**src/rtl/ofmt_pkg.sv**
```systemverilog
package ofmt_pkg;
  typedef enum logic [1:0] {
    PREC_FULL = 2'd0,
    PREC_MID  = 2'd1,
    PREC_LOW  = 2'd2,
    PREC_RSVD = 2'd3
  } prec_t;
endpackage

```
**src/rtl/ofmt_src_sel.sv**
```systemverilog
module ofmt_src_sel #(
  parameter int unsigned DW = 12
) (
  input  logic          sel,
  input  logic [DW-1:0] mix_word,
  input  logic [DW-1:0] snap_word,
  output logic [DW-1:0] word_out
);
  always_comb begin
    if (sel) word_out = snap_word;
    else     word_out = mix_word;
  end
endmodule

```
**src/rtl/ofmt_round_stage.sv**
```systemverilog
module ofmt_round_stage #(
  parameter int unsigned DW   = 12,
  parameter int unsigned DROP = 2
) (
  input  logic [DW-1:0] din,
  output logic [DW-1:0] dout
);
  localparam logic [DW-1:0] ONE    = {{(DW-1){1'b0}}, 1'b1};
  localparam logic [DW-1:0] HALF   = ONE << (DROP - 1);
  localparam logic [DW-1:0] KEEP   = {DW{1'b1}} << DROP;
  localparam logic [DW-1:0] POSMAX = {1'b0, {(DW-1){1'b1}}} & KEEP;

  logic [DW-1:0] sum;
  logic          ovf;

  always_comb begin
    sum  = din + HALF;
    // only a non-negative word can cross the top of the range
    ovf  = !din[DW-1] && sum[DW-1];
    dout = ovf ? POSMAX : (sum & KEEP);
  end
endmodule

```
**src/rtl/ofmt_rounder.sv**
```systemverilog
module ofmt_rounder
  import ofmt_pkg::*;
#(
  parameter int unsigned DW       = 12,
  parameter int unsigned DROP_MID = 2,
  parameter int unsigned DROP_LOW = 4
) (
  input  logic [DW-1:0] din,
  input  logic [1:0]    prec,
  output logic [DW-1:0] dout
);
  logic [DW-1:0] mid_w;
  logic [DW-1:0] low_w;

  ofmt_round_stage #(.DW(DW), .DROP(DROP_MID)) mid_i (.din(din), .dout(mid_w));
  ofmt_round_stage #(.DW(DW), .DROP(DROP_LOW)) low_i (.din(din), .dout(low_w));

  always_comb begin
    case (prec)
      PREC_MID: dout = mid_w;
      PREC_LOW: dout = low_w;
      default:  dout = din;
    endcase
  end
endmodule

```
**src/rtl/ofmt_gate.sv**
```systemverilog
module ofmt_gate #(
  parameter int unsigned DW = 12
) (
  input  logic [DW-1:0] din,
  input  logic [DW-1:0] mask,
  input  logic          en,
  output logic [DW-1:0] dout
);
  always_comb begin
    if (en) dout = din & mask;
    else    dout = '0;
  end
endmodule

```
**src/rtl/ofmt_top.sv**
```systemverilog
module ofmt_top #(
  parameter int unsigned NPORTS   = 4,
  parameter int unsigned DW       = 12,
  parameter int unsigned DROP_MID = 2,
  parameter int unsigned DROP_LOW = 4
) (
  input  logic                 clk,
  input  logic                 rst_n,
  input  logic                 in_valid,
  output logic                 in_ready,
  input  logic [NPORTS*DW-1:0] mix_data,
  input  logic [NPORTS*DW-1:0] snap_data,
  input  logic [NPORTS-1:0]    src_sel,
  input  logic [2*NPORTS-1:0]  prec_sel,
  input  logic [NPORTS*DW-1:0] mask_word,
  input  logic [NPORTS-1:0]    port_en,
  output logic                 out_valid,
  input  logic                 out_ready,
  output logic [NPORTS*DW-1:0] y_data
);
  localparam int unsigned BUSW = NPORTS * DW;

  logic [BUSW-1:0] fmt_bus;
  logic [BUSW-1:0] y_q;
  logic            vld_q;
  logic            accept;

  always_comb begin
    in_ready = !vld_q || out_ready;
    accept   = in_valid && in_ready;
  end

  for (genvar g = 0; g < NPORTS; g++) begin : g_lane
    logic [DW-1:0] src_w;
    logic [DW-1:0] rnd_w;
    logic [DW-1:0] out_w;

    ofmt_src_sel #(.DW(DW)) sel_i (
      .sel      (src_sel[g]),
      .mix_word (mix_data[g*DW +: DW]),
      .snap_word(snap_data[g*DW +: DW]),
      .word_out (src_w)
    );

    ofmt_rounder #(.DW(DW), .DROP_MID(DROP_MID), .DROP_LOW(DROP_LOW)) rnd_i (
      .din (src_w),
      .prec(prec_sel[2*g +: 2]),
      .dout(rnd_w)
    );

    ofmt_gate #(.DW(DW)) gate_i (
      .din (rnd_w),
      .mask(mask_word[g*DW +: DW]),
      .en  (port_en[g]),
      .dout(out_w)
    );

    assign fmt_bus[g*DW +: DW] = out_w;
  end

  always_ff @(posedge clk or negedge rst_n) begin
    if (!rst_n) begin
      y_q   <= '0;
      vld_q <= 1'b0;
    end else begin
      if (accept) begin
        y_q   <= fmt_bus;
        vld_q <= 1'b1;
      end else if (out_ready) begin
        vld_q <= 1'b0;
      end
    end
  end

  assign y_data    = y_q;
  assign out_valid = vld_q;
endmodule

```
**config.mk**
```make
export PLATFORM = sky130hd
export DESIGN_NAME = ofmt_top
export DESIGN_NICKNAME = d
export VERILOG_FILES = /design/src/rtl/ofmt_pkg.sv /design/src/rtl/ofmt_src_sel.sv /design/src/rtl/ofmt_round_stage.sv /design/src/rtl/ofmt_rounder.sv /design/src/rtl/ofmt_gate.sv /design/src/rtl/ofmt_top.sv
export SDC_FILE = /design/constraint.sdc
export NUM_CORES = 1
export LEC_CHECK = 0
export ABC_AREA = 1
export BUFFER_PORTS_ARGS = -buffer_cell sky130_fd_sc_hd__buf_2
export CELL_PAD_IN_SITES_DETAIL_PLACEMENT = 0
export CELL_PAD_IN_SITES_GLOBAL_PLACEMENT = 2
export CORE_ASPECT_RATIO = 0.9
export CORE_MARGIN = 5
export CORE_UTILIZATION = 26
export CTS_CLUSTER_SIZE = 16
export DETAILED_ROUTE_END_ITERATION = 8
export HOLD_SLACK_MARGIN = 0.15
export PLACE_DENSITY_LB_ADDON = 0.2
export SLEW_MARGIN = 20
export SYNTH_ARGS = -nofsm -noshare
export SYNTH_HDL_FRONTEND = slang
export SYNTH_SLANG_ARGS = --single-unit
```
**constraint.sdc**
```tcl
create_clock -name clk -period 2.1 [get_ports clk]
set_input_delay 0.315 -clock clk [delete_from_list [all_inputs] [get_ports clk]]
set_output_delay 0.315 -clock clk [all_outputs]
set_load 0.02 [all_outputs]
```
# Word-level counts from Yosys, hierarchy flattened
# Cells that the tools add are included.
[totals] regBits=49 output_inout_bits=50 word_cells=60
[op_classes] add_sub_neg=8 n_eq_ne=8 mux=22 n_bitwise=4 n_reduce_logical=16
[ops] op="two-way mux 12 bit" n=16
[ops] op="one-hot mux 12 bit (2 select lines)" n=4
[ops] op="adder 12 x 2 -> 12 bit (second input constant)" n=4
[ops] op="adder 12 x 4 -> 12 bit (second input constant)" n=4
[ops] op="bitwise AND 12 bit" n=4
[ops] op="logical AND 1 bit" n=9
[ops] op="equality test 2 x 1 -> 1 bit (second input constant)" n=4
[ops] op="equality test 2 bit (second input constant)" n=4
[ops] op="zero test 1 bit" n=5
[ops] op="two-way mux 1 bit" n=2
[ops] op="nonzero test 2 bit" n=1
[ops] op="logical OR 1 bit" n=1

# Depth between registers and ports, before layout
[logic_depth] depth_word=7 ltp_mapped=14 ltp_nobuf=13

# Modules after synthesis
# From an unflattened synthesis, not the netlist that was laid out.
[hier_totals] cells_unflattened=1220 area_unflattened_um2=6607.6
[by_module_without_submodules] mod="ofmt_top" n_inst=1 cells_per_inst=212 area_each_um2=1928.1
[by_module_without_submodules] mod="ofmt_rounder" n_inst=4 cells_per_inst=81 area_each_um2=347.8
[by_module_without_submodules] mod="ofmt_round_stage at g_lane[0].rnd_i.mid_i ..." n_inst=4 cells_per_inst=58 area_each_um2=301.5
[by_module_without_submodules] mod="ofmt_round_stage at g_lane[0].rnd_i.low_i ..." n_inst=4 cells_per_inst=48 area_each_um2=257.7
[by_module_without_submodules] mod="ofmt_src_sel" n_inst=4 cells_per_inst=39 area_each_um2=157.7
[by_module_without_submodules] mod="ofmt_gate" n_inst=4 cells_per_inst=26 area_each_um2=105.1

# Worst setup path after synthesis
# Ideal clock, no wire load.
[synth_path] path_kind="input to register" from="input port src_sel[0]" to="register y_q[5] (netlist: y_data[5])" arrival_time_ps=1663 setup_slack_ps=372 path_stages=13 path_cell_list="inv_2 -> buf_6 -> nand2_1 -> nand2_1 -> ha_1 -> nand2_1 -> nor2_1 -> nand4_4 -> nand2_1 -> nand2_1 -> nand3_1 -> nand3_1 -> nand2_1"
[synth_via] elab_chain_len=7 elab_cells_between_ends=11
[synth_rtl] element="from (decl)" line="ofmt_top.sv:13" text="input logic [NPORTS-1:0] src_sel,"
[synth_rtl] element="two-way mux 12 bit *" line="ofmt_src_sel.sv:10" text="if (sel) word_out = snap_word;"
[synth_rtl] element="adder 12 x 4 -> 12 bit (tied with other cells)" line="ofmt_round_stage.sv:17" text="sum = din + HALF;"
[synth_rtl] element="logical AND 1 bit" line="ofmt_round_stage.sv:19" text="ovf = !din[DW-1] && sum[DW-1];"
[synth_rtl] element="two-way mux 12 bit" line="ofmt_round_stage.sv:20" text="dout = ovf ? POSMAX : (sum & KEEP);"
[synth_rtl] element="one-hot mux 12 bit (2 select lines) *" line="ofmt_rounder.sv:19" text="case (prec)"
[synth_rtl] element="bitwise AND 12 bit *" line="ofmt_gate.sv:10" text="if (en) dout = din & mask;"
[synth_rtl] element="two-way mux 12 bit *" line="ofmt_gate.sv:10"
[synth_rtl] element="to (signal assigned)" line="ofmt_top.sv:67" text="y_q <= fmt_bus;"
[synth_rtl] element="to (decl)" line="ofmt_top.sv:24" text="logic [BUSW-1:0] y_q;"
# Mark *: on every way between the ends. The rest lies on a longest branch, timed or not.
# A chain may end at the register's enable or synchronous reset.

# Worst setup path in the final report
[layout_path] from="input port src_sel[3]" to="register y_q[43] (netlist: y_data[43])"
# Same word-level chain as after synthesis.

==> flow_metrics.tcl <==
set metrics [dict create \
    status "finished, final reports clean" \
    place_area_mm2 0.00677 \
    wl_mm 19.4 \
    synth_ff_type "dfrtp_1" \
    arrival_ns 2.01 \
    period_minus_slack_ns 1.77 \
    crit_fanout 13 \
    power_density_mw_per_mm2 449 \
    pwr-share-seq 0.333 \
    ys_seq_area_frac 0.234 \
    drtIter0Drc 224 \
    drt.antenna.violating_nets 0 \
    hp-class "primary input to flip-flop" \
    ys_types 35 \
    pin_count 214 \
    place_ws_ns 0.00141 \
    cts_resized 0 \
    nFillCells 2306 \
    grt_use_total 0.166 \
    finalHoldViolCount 0 \
    cts_tree "done" \
    grt_setup_unrepaired "false" \
    via_per_inst 4.46 \
    fin_ws_ns 0.327 \
    grt_pass1_vias 6099 \
    worst_hold_slack_ns 0.227 \
    dp_hpwl_mm 16.1 \
    synthTopCellsByArea "nand2_1, dfrtp_1, nand3_1" \
    port_buffers 213 \
    cts_buffer_depth 2 \
    worstPathRequired_ns 2.34 \
    gr-usage-met3 0.0385 \
    fin_crit_sh 0.844 \
    core_mm2 0.0199 \
    fin_tns_setup_ns 0 \
    max_slew.worst_pin.slew_ns 0.615 \
    max_stage_delay_ns 0.22 \
    syn-instance-count 884 \
    dr.pass1.iters 5 \
    clkPwrFrac 0.274 \
    max_freq_mhz 564 \
    clock_latency_ns 0.31 \
    crit_start "src_sel[3]" \
    reg2reg_slack_ns 0.39 \
    crit_top_cell "nand2_1" \
    top_usage_layer "met2" \
    intPower_mw 1.91 \
    die_y_um 145 \
    drc 0 \
    leakagePower_nw 4.14 \
    wire_per_inst_um 14.0 \
    cp_slowest_cell "ha_1" \
    async_flop_share 1.00 \
    crit_path_cell_trace "buf_2, inv_2, nand2_1, nand2_2, ha_1, nand2_1, nor2_1, nand3_2, o21ai_0, nand2_1, nand2_1, nand3_1, nand2_1" \
    die_area_mm2 0.0231 \
    crit_family "simple AND/OR/NAND/NOR gates" \
    syn_to_final_growth_pct 32.4 \
    vdd_drop_max_mv 0.268 \
    use_met1 0.214 \
    relSlewSlack 0.590 \
    skew_ns 0.00843 \
    path_class "primary input to flip-flop" \
    setup.worst_path.end_class "flip-flop" \
    cts_max_level 2 \
    post_cts_buffers 0 \
    stdcell_area_mm2 0.00693 \
    p_sw_mw 1.21 \
    num_rows 49 \
    nets 1303 \
    antenna_found_initial 1 \
    cts_buffers 5 \
    synth_edf_count 0 \
    grt_overflow 0 \
    rr_startpoint "out_valid" \
    grt_pass1_wl_mm 31.2 \
    yosysWarnings 0 \
    drive_gt1_frac 0.306 \
    met2_usage 0.287 \
    netlist.top_cell.by_area "nand2_1" \
    cts.clk_slew.worst_paths_ns 0.08 \
    gp_congestion 0.850 \
    synth_top_area_frac 0.277 \
    syn_nets 1064 \
    synth_area_mm2 0.00524 \
    die_x_um 160 \
    combPwrFrac 0.393 \
    numClockSinks 49 \
    worst-path-buf-inv 2 \
    max_cap_violations 0 \
    maxSlewViolCount 0 \
    initial_utilization 0.263 \
    swShare 0.387 \
    vias 6153 \
    ys_seq_elements 49 \
    grt_max_degree 54 \
    syn_area_per_cell_um2 5.92 \
    startpoint_type "primary input" \
    final_core_utilization 0.348 \
    min_from "mask_word[28]" \
    clockRootBuffer "clkbuf_16" \
    final-setup-viol-count 0 \
]
registers in the layout, summed over array words and instances, names as in the netlist:
| signal | flops |
|---|---|
| y_data | 48 |
| out_valid | 1 |
power by group through the flow:
stage / logic (mW) / clock network, mW / registers (mW)
2_1_floorplan: 0.656 / 0 / 1.14
3_3_place_gp: 1.25 / 0 / 1.06
3_5_place_dp: 1.24 / 0 / 1.06
4_1_cts: 1.25 / 0.898 / 1.04
5_1_grt: 1.38 / 0.926 / 1.05
6_report: 1.22 / 0.852 / 1.04
synthesized netlist by cell type (2+ instances only):
cell,instances
nor2_4,7
nand2_2,30
nand3_4,2
nand2_1,387
or2_2,2
a21oi_1,8
nand2_4,7
or2_1,3
xor2_1,8
nand3_2,5
nand3_1,103
o31ai_1,3
inv_2,10
nor2_1,58
clkbuf_1,8
nor2_2,15
o21ai_2,6
o21ai_1,13
nand4_4,3
a22oi_1,6
ha_1,16
dfrtp_1,49
inv_1,88
nand4_1,3
buf_6,8
o21ai_0,27
tightest hold or removal path, stage by stage:
cell and delay (ns):
buf_2 0.07, nand3_1 0.06, nand2_1 0.05
final timing paths:
kind                                   end  cells after the start
min in group asynchronous       y_data[44]                      2
max in group asynchronous       y_data[11]                      3
worst min-delay path            y_data[28]                      3
worst max-delay path            y_data[43]                     13
worst max register to register  y_data[15]                      7
worst min register to register  y_data[44]                      2
kinds of logic (layout without fill, tap and decap cells):
| kind of cell | count (synthesis) | in the layout | share of synthesized area |
|---|---|---|---|
| xor gates and xnor gates | 9 | 9 | 0.0151 |
| adders and majority gates | 16 | 16 | 0.0382 |
| DFF | 49 | 49 | 0.234 |
| other | 0 | 1 | 0 |
| buffers and inverters | 115 | 355 | 0.0941 |
| AOI/OAI and AO/OA | 68 | 68 | 0.0762 |
| and+or+nand+nor | 627 | 627 | 0.542 |
layer usage:
metal	vias to the layer above	share of wire
li1	3256	-
met1	2716	0.45
met2	161	0.48
met3	18	0.059
met4	2	0.011
met5	-	0.00067
cell type report:
type | count | area, um^2 | share of cell area
multi-input combinational | 720 | 3520 | 0.508
timing repair buffer | 249 | 1350 | 0.195
clock inverter | 3 | 21.3 | 0.00307
sequential | 49 | 1230 | 0.177
antenna | 1 | 2.50 | 0.000361
tap | 255 | 319 | 0.0460
inverter | 98 | 368 | 0.0531
clock buffer | 5 | 125 | 0.0180
cells in the final DEF, fill, tap and decap left out, types with 7 or more instances in the layout:
cell type,n
nand2_2,31
inv_1,88
o21ai_0,27
xor2_1,8
nand2_1,386
o21ai_1,13
inv_2,10
nor2_1,58
nand2_4,7
buf_4,34
buf_2,213
a21oi_1,8
nor2_4,7
dfrtp_1,49
nor2_2,15
nand3_1,103
ha_1,16
metrics by stage:
stage                     std cells  power, mW
after floorplan                 884       1.79
after global placement         1370       2.31
after detailed placement       1370       2.30
after CTS                      1379       3.18
after global routing           1379       3.36
final                          1380       3.12
timing repair:
item	CTS	global route
hold buffers	1	0
endpoints found under the setup margin	0	0
endpoints found under the hold margin	19	0
(Power assumes the default switching activity.)
